File: config.mk
export PLATFORM = sky130hd
export DESIGN_NAME = usb_err_status_unit
export DESIGN_NICKNAME = d
export VERILOG_FILES = /design/src/rtl/usb_err_pkg.sv /design/src/rtl/err_bit_cell.sv /design/src/rtl/err_mask_reg.sv /design/src/rtl/err_irq_merge.sv /design/src/rtl/usb_err_status_unit.sv
export SDC_FILE = /design/constraint.sdc
export NUM_CORES = 1
export LEC_CHECK = 0
export BUFFER_PORTS_ARGS = -buffer_cell sky130_fd_sc_hd__buf_2
export CORE_MARGIN = 5
export CORE_UTILIZATION = 40
export CTS_BUF_LIST = sky130_fd_sc_hd__clkbuf_8
export CTS_CLUSTER_DIAMETER = 60
export DETAILED_ROUTE_END_ITERATION = 12
export PLACE_DENSITY = 0.73
export SYNTH_ARGS = -nofsm -noshare
export SYNTH_HDL_FRONTEND = slang
export SYNTH_SLANG_ARGS = --single-unit
File: constraint.sdc
create_clock -name clk -period 1.5 [get_ports clk]
set_input_delay 0.15 -clock clk [delete_from_list [all_inputs] [get_ports clk]]
set_output_delay 0.15 -clock clk [all_outputs]
set_load 0.02 [all_outputs]
File: src/rtl/usb_err_pkg.sv
// Package: shared widths and status bit positions of the USB error unit.
// Assumes an 8-bit register layout with one reserved position.
package usb_err_pkg;
    localparam int ERR_W        = 8;
    localparam int POS_BITSTUFF = 7;
    localparam int POS_RSVD     = 6;
    localparam int POS_DMA      = 5;
    localparam int POS_TURN     = 4;
    localparam int POS_ALIGN    = 3;
    localparam int POS_CRC16    = 2;
    localparam int POS_CRC5     = 1;
    localparam int POS_PID      = 0;
    localparam logic [ERR_W-1:0] RSVD_MASK = ERR_W'(1) << POS_RSVD;
endpackage

File: src/rtl/err_bit_cell.sv
// err_bit_cell: one sticky status bit. It sets on its strobe and clears on a
// write of one. When both arrive in the same cycle, the set wins.
// Assumes a synchronous active-low reset.
module err_bit_cell (
    input  logic clk,
    input  logic rst_n,
    input  logic set_i,
    input  logic clr_i,
    output logic q_o
);
    logic q_r;

    // Sticky flop: reset, then set over clear, else hold.
    always_ff @(posedge clk) begin
        if (!rst_n)     q_r <= 1'b0;
        else if (set_i) q_r <= 1'b1;
        else if (clr_i) q_r <= 1'b0;
    end

    assign q_o = q_r;

    // R4 (and R2): a set strobe always leaves the bit set
    set_wins_chk: assert property (@(posedge clk) disable iff (!rst_n)
        set_i |=> q_o);

    clear_empties_chk: assert property (@(posedge clk) disable iff (!rst_n)
        (clr_i && !set_i) |=> !q_o);

    hold_idle_chk: assert property (@(posedge clk) disable iff (!rst_n)
        (!clr_i && !set_i) |=> $stable(q_o));

    reset_low_chk: assert property (@(posedge clk)
        !rst_n |=> !q_o);
endmodule

File: src/rtl/err_mask_reg.sv
// err_mask_reg: the interrupt enable register. It loads on a selected write,
// and the reserved positions are forced to zero.
// Assumes a synchronous active-low reset.
module err_mask_reg #(
    parameter int                W     = 8,
    parameter logic [W-1:0]      FIXED = '0
) (
    input  logic         clk,
    input  logic         rst_n,
    input  logic         load_i,
    input  logic [W-1:0] data_i,
    output logic [W-1:0] mask_o
);
    logic [W-1:0] mask_r;

    // Mask register: load on a write, with the reserved bits held at zero.
    always_ff @(posedge clk) begin
        if (!rst_n)      mask_r <= '0;
        else if (load_i) mask_r <= data_i & ~FIXED;
    end

    assign mask_o = mask_r;


    mask_hold_chk: assert property (@(posedge clk) disable iff (!rst_n)
        !load_i |=> $stable(mask_o));
endmodule

File: src/rtl/err_irq_merge.sv
// err_irq_merge: registered OR of the enabled status bits.
// Assumes the status and mask come from flops, so the output lags them by one cycle.
module err_irq_merge #(
    parameter int W = 8
) (
    input  logic         clk,
    input  logic         rst_n,
    input  logic [W-1:0] stat_i,
    input  logic [W-1:0] mask_i,
    output logic         irq_o
);
    logic irq_r;

    // Interrupt flop: sample the masked OR of the status bits.
    always_ff @(posedge clk) begin
        if (!rst_n) irq_r <= 1'b0;
        else        irq_r <= |(stat_i & mask_i);
    end

    assign irq_o = irq_r;
endmodule

File: src/rtl/usb_err_status_unit.sv
// usb_err_status_unit: collects the USB receive error strobes into sticky
// status bits that are cleared by writing ones. It also holds an enable mask
// and drives a registered combined interrupt.
// Assumes each strobe is high for one cycle per event and that resets are synchronous.
module usb_err_status_unit
    import usb_err_pkg::*;
(
    input  logic             clk,
    input  logic             rst_n,
    input  logic             ev_bitstuff,
    input  logic             ev_dma,
    input  logic             ev_turnaround,
    input  logic             ev_misalign,
    input  logic             ev_crc16,
    input  logic             ev_crc5,
    input  logic             ev_pid,
    input  logic             wr_en,
    input  logic             wr_sel,
    input  logic [ERR_W-1:0] wr_data,
    output logic [ERR_W-1:0] status,
    output logic [ERR_W-1:0] enable,
    output logic             err_irq
);
    logic [ERR_W-1:0] set_vec;
    logic [ERR_W-1:0] clr_vec;

    // Event routing: place each strobe at its bit position.
    always_comb begin
        set_vec               = '0;
        set_vec[POS_BITSTUFF] = ev_bitstuff;
        set_vec[POS_DMA]      = ev_dma;
        set_vec[POS_TURN]     = ev_turnaround;
        set_vec[POS_ALIGN]    = ev_misalign;
        set_vec[POS_CRC16]    = ev_crc16;
        set_vec[POS_CRC5]     = ev_crc5;
        set_vec[POS_PID]      = ev_pid;
    end

    // Clear decode: a status write clears the bits written with one.
    always_comb begin
        clr_vec = (wr_en && !wr_sel) ? wr_data : '0;
    end

    for (genvar i = 0; i < ERR_W; i++) begin : g_stat
        if (RSVD_MASK[i]) begin : g_rsvd
            assign status[i] = 1'b0;
        end else begin : g_cell
            err_bit_cell u_cell (
                .clk   (clk),
                .rst_n (rst_n),
                .set_i (set_vec[i]),
                .clr_i (clr_vec[i]),
                .q_o   (status[i])
            );
        end
    end

    err_mask_reg #(.W(ERR_W), .FIXED(RSVD_MASK)) u_mask (
        .clk    (clk),
        .rst_n  (rst_n),
        .load_i (wr_en && wr_sel),
        .data_i (wr_data),
        .mask_o (enable)
    );

    err_irq_merge #(.W(ERR_W)) u_irq (
        .clk    (clk),
        .rst_n  (rst_n),
        .stat_i (status),
        .mask_i (enable),
        .irq_o  (err_irq)
    );


    rsvd_zero_chk: assert property (@(posedge clk) disable iff (!rst_n)
        (status[POS_RSVD] == 1'b0) && (enable[POS_RSVD] == 1'b0));

    irq_follow_chk: assert property (@(posedge clk) disable iff (!rst_n)
        !$past(!rst_n) |-> (err_irq == |($past(status) & $past(enable))));
endmodule

# [Yosys cells after proc, flatten, opt, wreduce, memory -nomap -nowiden]
# Cells that the tools add are included.
[totals] reg_bits=15 output_inout_bits=17
[op_classes] mux=15 bitwise_logic=1 reduce_logical=11
[ops] op="$mux W1" n=14
[ops] op="$reduce_bool A2 Y1" n=7
[ops] op="$and A8 B8 Y8" n=1
[ops] op="$mux W8" n=1
[ops] op="$reduce_or A8 Y1" n=1
[ops] op="$logic_and A1 B1 Y1" n=2
[ops] op="$logic_not A1 Y1" n=1

# [Logic depth before layout (Yosys ltp)]
[logic_depth] depth_word=5 mapped_depth=4 mapped_depth_nobuf=3

# [Cells and area by module]
# Synthesis repeated with hierarchy kept, for this count alone.
[unflattened] hier_cells=62 hier_area_um2=708.2
[by_module_without_submodules] module="err_bit_cell" instances=7 cells_each=3 area_each_um2=41.3 seq_area_each_um2=20.0
[by_module_without_submodules] module="err_mask_reg" instances=1 cells_each=24 area_each_um2=276.5 seq_area_each_um2=140.1
[by_module_without_submodules] module="usb_err_status_unit" instances=1 cells_each=10 area_each_um2=80.1 seq_area_each_um2=0.0
[by_module_without_submodules] module="err_irq_merge" instances=1 cells_each=7 area_each_um2=62.6 seq_area_each_um2=20.0

# [Worst setup path after synthesis]
# OpenSTA, ideal clock, no wires.
[synth_timing] path_type="reg2reg" from="register u_mask.mask_r[5], in the netlist u_mask.mask_o[5]" to="register u_irq.irq_r, in the netlist u_irq.irq_o" setup_ps=131 t_arrival_ps=784 t_required_ps=1369 path_slack_ps=585 path_stages_with_launch=3 path_buffers=0 period_less_slack_ps=915 path_cell_list="dfxtp_1 a222oi_1 a31oi_1"
[synth_between] elab_chain_len=2
[synth_rtl] element="start: declaration" line_no="err_mask_reg.sv:14" source="logic [W-1:0] mask_r;"
[synth_rtl] element="start signal: assignment" line_no="err_mask_reg.sv:19" source="else if (load_i) mask_r <= data_i & ~FIXED;"
[synth_rtl] element="$and A8 B8 Y8" line_no="err_irq_merge.sv:17" source="else irq_r <= |(stat_i & mask_i);"
[synth_rtl] element="$reduce_or A8 Y1" line_no="err_irq_merge.sv:17"
[synth_rtl] element="end signal: assignment" line_no="err_irq_merge.sv:17"
[synth_rtl] element="end: declaration" line_no="err_irq_merge.sv:12" source="logic irq_r;"
# Every way passes these cells.
# A chain may end at the register's enable or synchronous reset.

# [Worst setup path after layout]
[layout_timing] from="register u_mask.mask_r[2], in the netlist u_mask.mask_o[2]" to="output enable[2]"
[layout_rtl] element="end: declaration" line_no="usb_err_status_unit.sv:21" source="output logic [ERR_W-1:0] enable,"
# No word-level cell between the ends.

==> metrics.md <==
| Metric | Value |
|---|---|
| Pre-antenna DRT Iters | `4` |
| CP startpoint kind | `flop` |
| DIE HEIGHT | `50.3 µm` |
| Dominant cell type by area after synthesis | `dfxtp_1` |
| Synth top cells by count | `dfxtp_1, buf_4, nand2_1` |
| Total CTS buffers | `3` |
| Post-detailed-route count of antenna-violating nets | `0` |
| Max-slew violation count | `0` |
| Skew final | `0.00379 ns` |
| Final setup TNS | `0 ns` |
| Max-Cap Viols | `0` |
| Starting density of the core | `42.6%` |
| Synth Register Bits | `15` |
| Worst IR Drop VDD | `0.00110 V` |
| WP data required | `1.35 ns` |
| DR iter-0 viols | `9` |
| Area Overhead vs Synth | `21.8%` |
| Gp weighted congestion | `0.698` |
| Slowest-stage cell, CP | `dfxtp_1` |
| Post-CTS sizing | `0` |
| CTS tree | `built` |
| Largest net degree at the start of global routing | `11` |
| DIE AREA | `2530 µm²` |
| FP Rows | `14` |
| Clock Latency Late Sink | `0.25 ns` |
| Fin area | `791 µm²` |
| Ys async rst share | `0%` |
| Max FO, Critical Path | `3` |
| # IOs | `36` |
| F_max | `1080 MHz` |
| Core Region | `1520 µm²` |
| Critical path arrival | `0.78 ns` |
| Avg Inst Size Synth | `9.28 µm²` |
| Area after DPL | `742 µm²` |
| Synth area leaders | `dfxtp_1, buf_4, a21boi_0` |
| CTS Buffer Depth | `2` |
| Status | `finished, final reports clean` |
| HP Class | `in -> reg` |
| Setup crit end kind | `output port` |
| Post-CTS Setup Bufs | `0` |
| Worst path max stage delay | `0.35 ns` |
| Crit path kind | `reg -> out` |
| Pwr per Cell Area | `1150 nW/µm²` |
| Routed WL per cell | `13.0 µm` |
| Critical path buffers and inverters | `1` |
| Worst path top cell family by delay | `flip-flops` |
| Mapped Cells | `70` |
| Period minus WS final | `0.929 ns` |
| Vias per std cell | `4.95` |
| GRT Util Overall | `12.1%` |
| Synth top area share | `46.2%` |
| # hold bufs at CTS | `0` |
| EDFF count, synth | `0` |
| Root buffer cell | `clkbuf_8` |
| Final #Nets | `115` |
| TritonCTS Sinks | `15` |
| Setup violators final | `0` |
| Yosys Warn Count | `0` |
| DRT Wirelength | `1.45 mm` |
| First-pass GRT wire length | `2.33 mm` |
| DRC | `0` |
| Antenna violations before repair | `0` |
| RSZ-0062 raised after global routing | `no` |
| Leak | `0.367 nW` |
| Most frequent cell after synthesis | `dfxtp_1` |
| Grt ovf | `0` |
| Die width | `50.3 µm` |
| Count of different cell masters after synthesis | `15` |
| DP HPWL | `1.13 mm` |
| Clk slew on worst S/H paths | `0.06 ns` |
| PortBufs | `32` |
| Ratio of cells with drive above 1 in the final layout | `38.9%` |
| Hold Vio Cnt, Final | `0` |
| Vias in the first global route | `540` |
| Number of diodes | `0` |
| Setup ws final | `0.571 ns` |
| DR vias | `550` |
| Top_reg_cell synth | `dfxtp_1` |
| H-Tree Depth | `1` |
| Netlist area before placement | `649 µm²` |
| Sequential cell area fraction in the yosys report | `46.2%` |
| Period utilization | `61.9%` |
| Post-Place Setup Slack | `0.514 ns` |
| Cells along the critical path | `buf_2` |
## where the power goes
| part | switching, mW | total, mW | leakage [nW] | internal (mW) |
|---|---|---|---|---|
| Combinational | 0.0818 | 0.138 | 0.221 | 0.0564 |
| Sequential | 0.0149 | 0.438 | 0.124 | 0.423 |
| Clock | 0.144 | 0.331 | 0.0217 | 0.186 |
## per-stage QoR
| stage | util [%] | instances | power, mW | hold slack (ns) |
|---|---|---|---|---|
| after CTS | 51.9 | 111 | 0.919 | 0.102 |
| after global placement | 48.7 | 107 | 0.583 | 0.358 |
| after detailed placement | 48.7 | 107 | 0.587 | 0.362 |
| after global routing | 51.9 | 111 | 0.960 | 0.0990 |
| final | 51.9 | 111 | 0.907 | 0.106 |
| after floorplan | - | 71 | 0.555 | 0.274 |
## sequential cells by signal, summed over array words and instances (netlist names)
| name | cells |
|---|---|
| u_mask.mask_o | 7 |
| g_stat.g_cell.u_cell.q_o | 7 |
| u_irq.irq_o | 1 |
## layout make-up
cell class | instances | area [µm²]
clock inverter | 1 | 7.51
clock buffer | 3 | 41.3
multi-input combinational | 43 | 258
timing repair buffer | 32 | 160
inverter | 1 | 3.75
tap | 16 | 20.0
sequential | 15 | 300
fill | 157 | 733
## final timing paths
kind / startpoint / endpoint / cells past startpoint / slack, ns
worst max-delay path: u_mask.mask_o[2] / enable[2] / 1 / 0.57
worst min register to register: u_mask.mask_o[4] / u_mask.mask_o[4] / 2 / 0.47
worst min-delay path: ev_bitstuff / g_stat[7].g_cell.u_cell.q_o / 2 / 0.11
worst max register to register: g_stat[5].g_cell.u_cell.q_o / u_irq.irq_o / 2 / 0.57
## cell families (layout without fill, tap and decap cells)
group | after synthesis | in the layout | share of synthesized area [%]
buffers and inverters | 13 | 37 | 14.6
and+or+nand+nor | 16 | 16 | 12.1
AOI/OAI and AO/OA | 25 | 25 | 26.4
other | 1 | 2 | 0.577
DFF | 15 | 15 | 46.2
## per-layer routing
| metal | vias to the layer above | track usage [%] | wire length [µm] | part of all wire, % |
|---|---|---|---|---|
| met5 | - | 0 | 0 | 0 |
| met4 | 0 | 6.81 | 18 | 1.2 |
| met3 | 2 | 4.14 | 82 | 5.7 |
| met2 | 17 | 20.3 | 739 | 51 |
| met1 | 246 | 13.2 | 605 | 42 |
| li1 | 285 | - | - | - |
## placed cells by master, fill, tap and decap left out, drive strengths merged
cell	instances
buf	32
dfxtp	15
nand2	8
a21boi	7
o21a	7
nand3	7
a21oi	7
clkbuf	3
a22oi	2
conb	2
nor2b	1
inv	1
a222oi	1
a31oi	1
clkinvlp	1
Power figures use the tool's default switching activity.
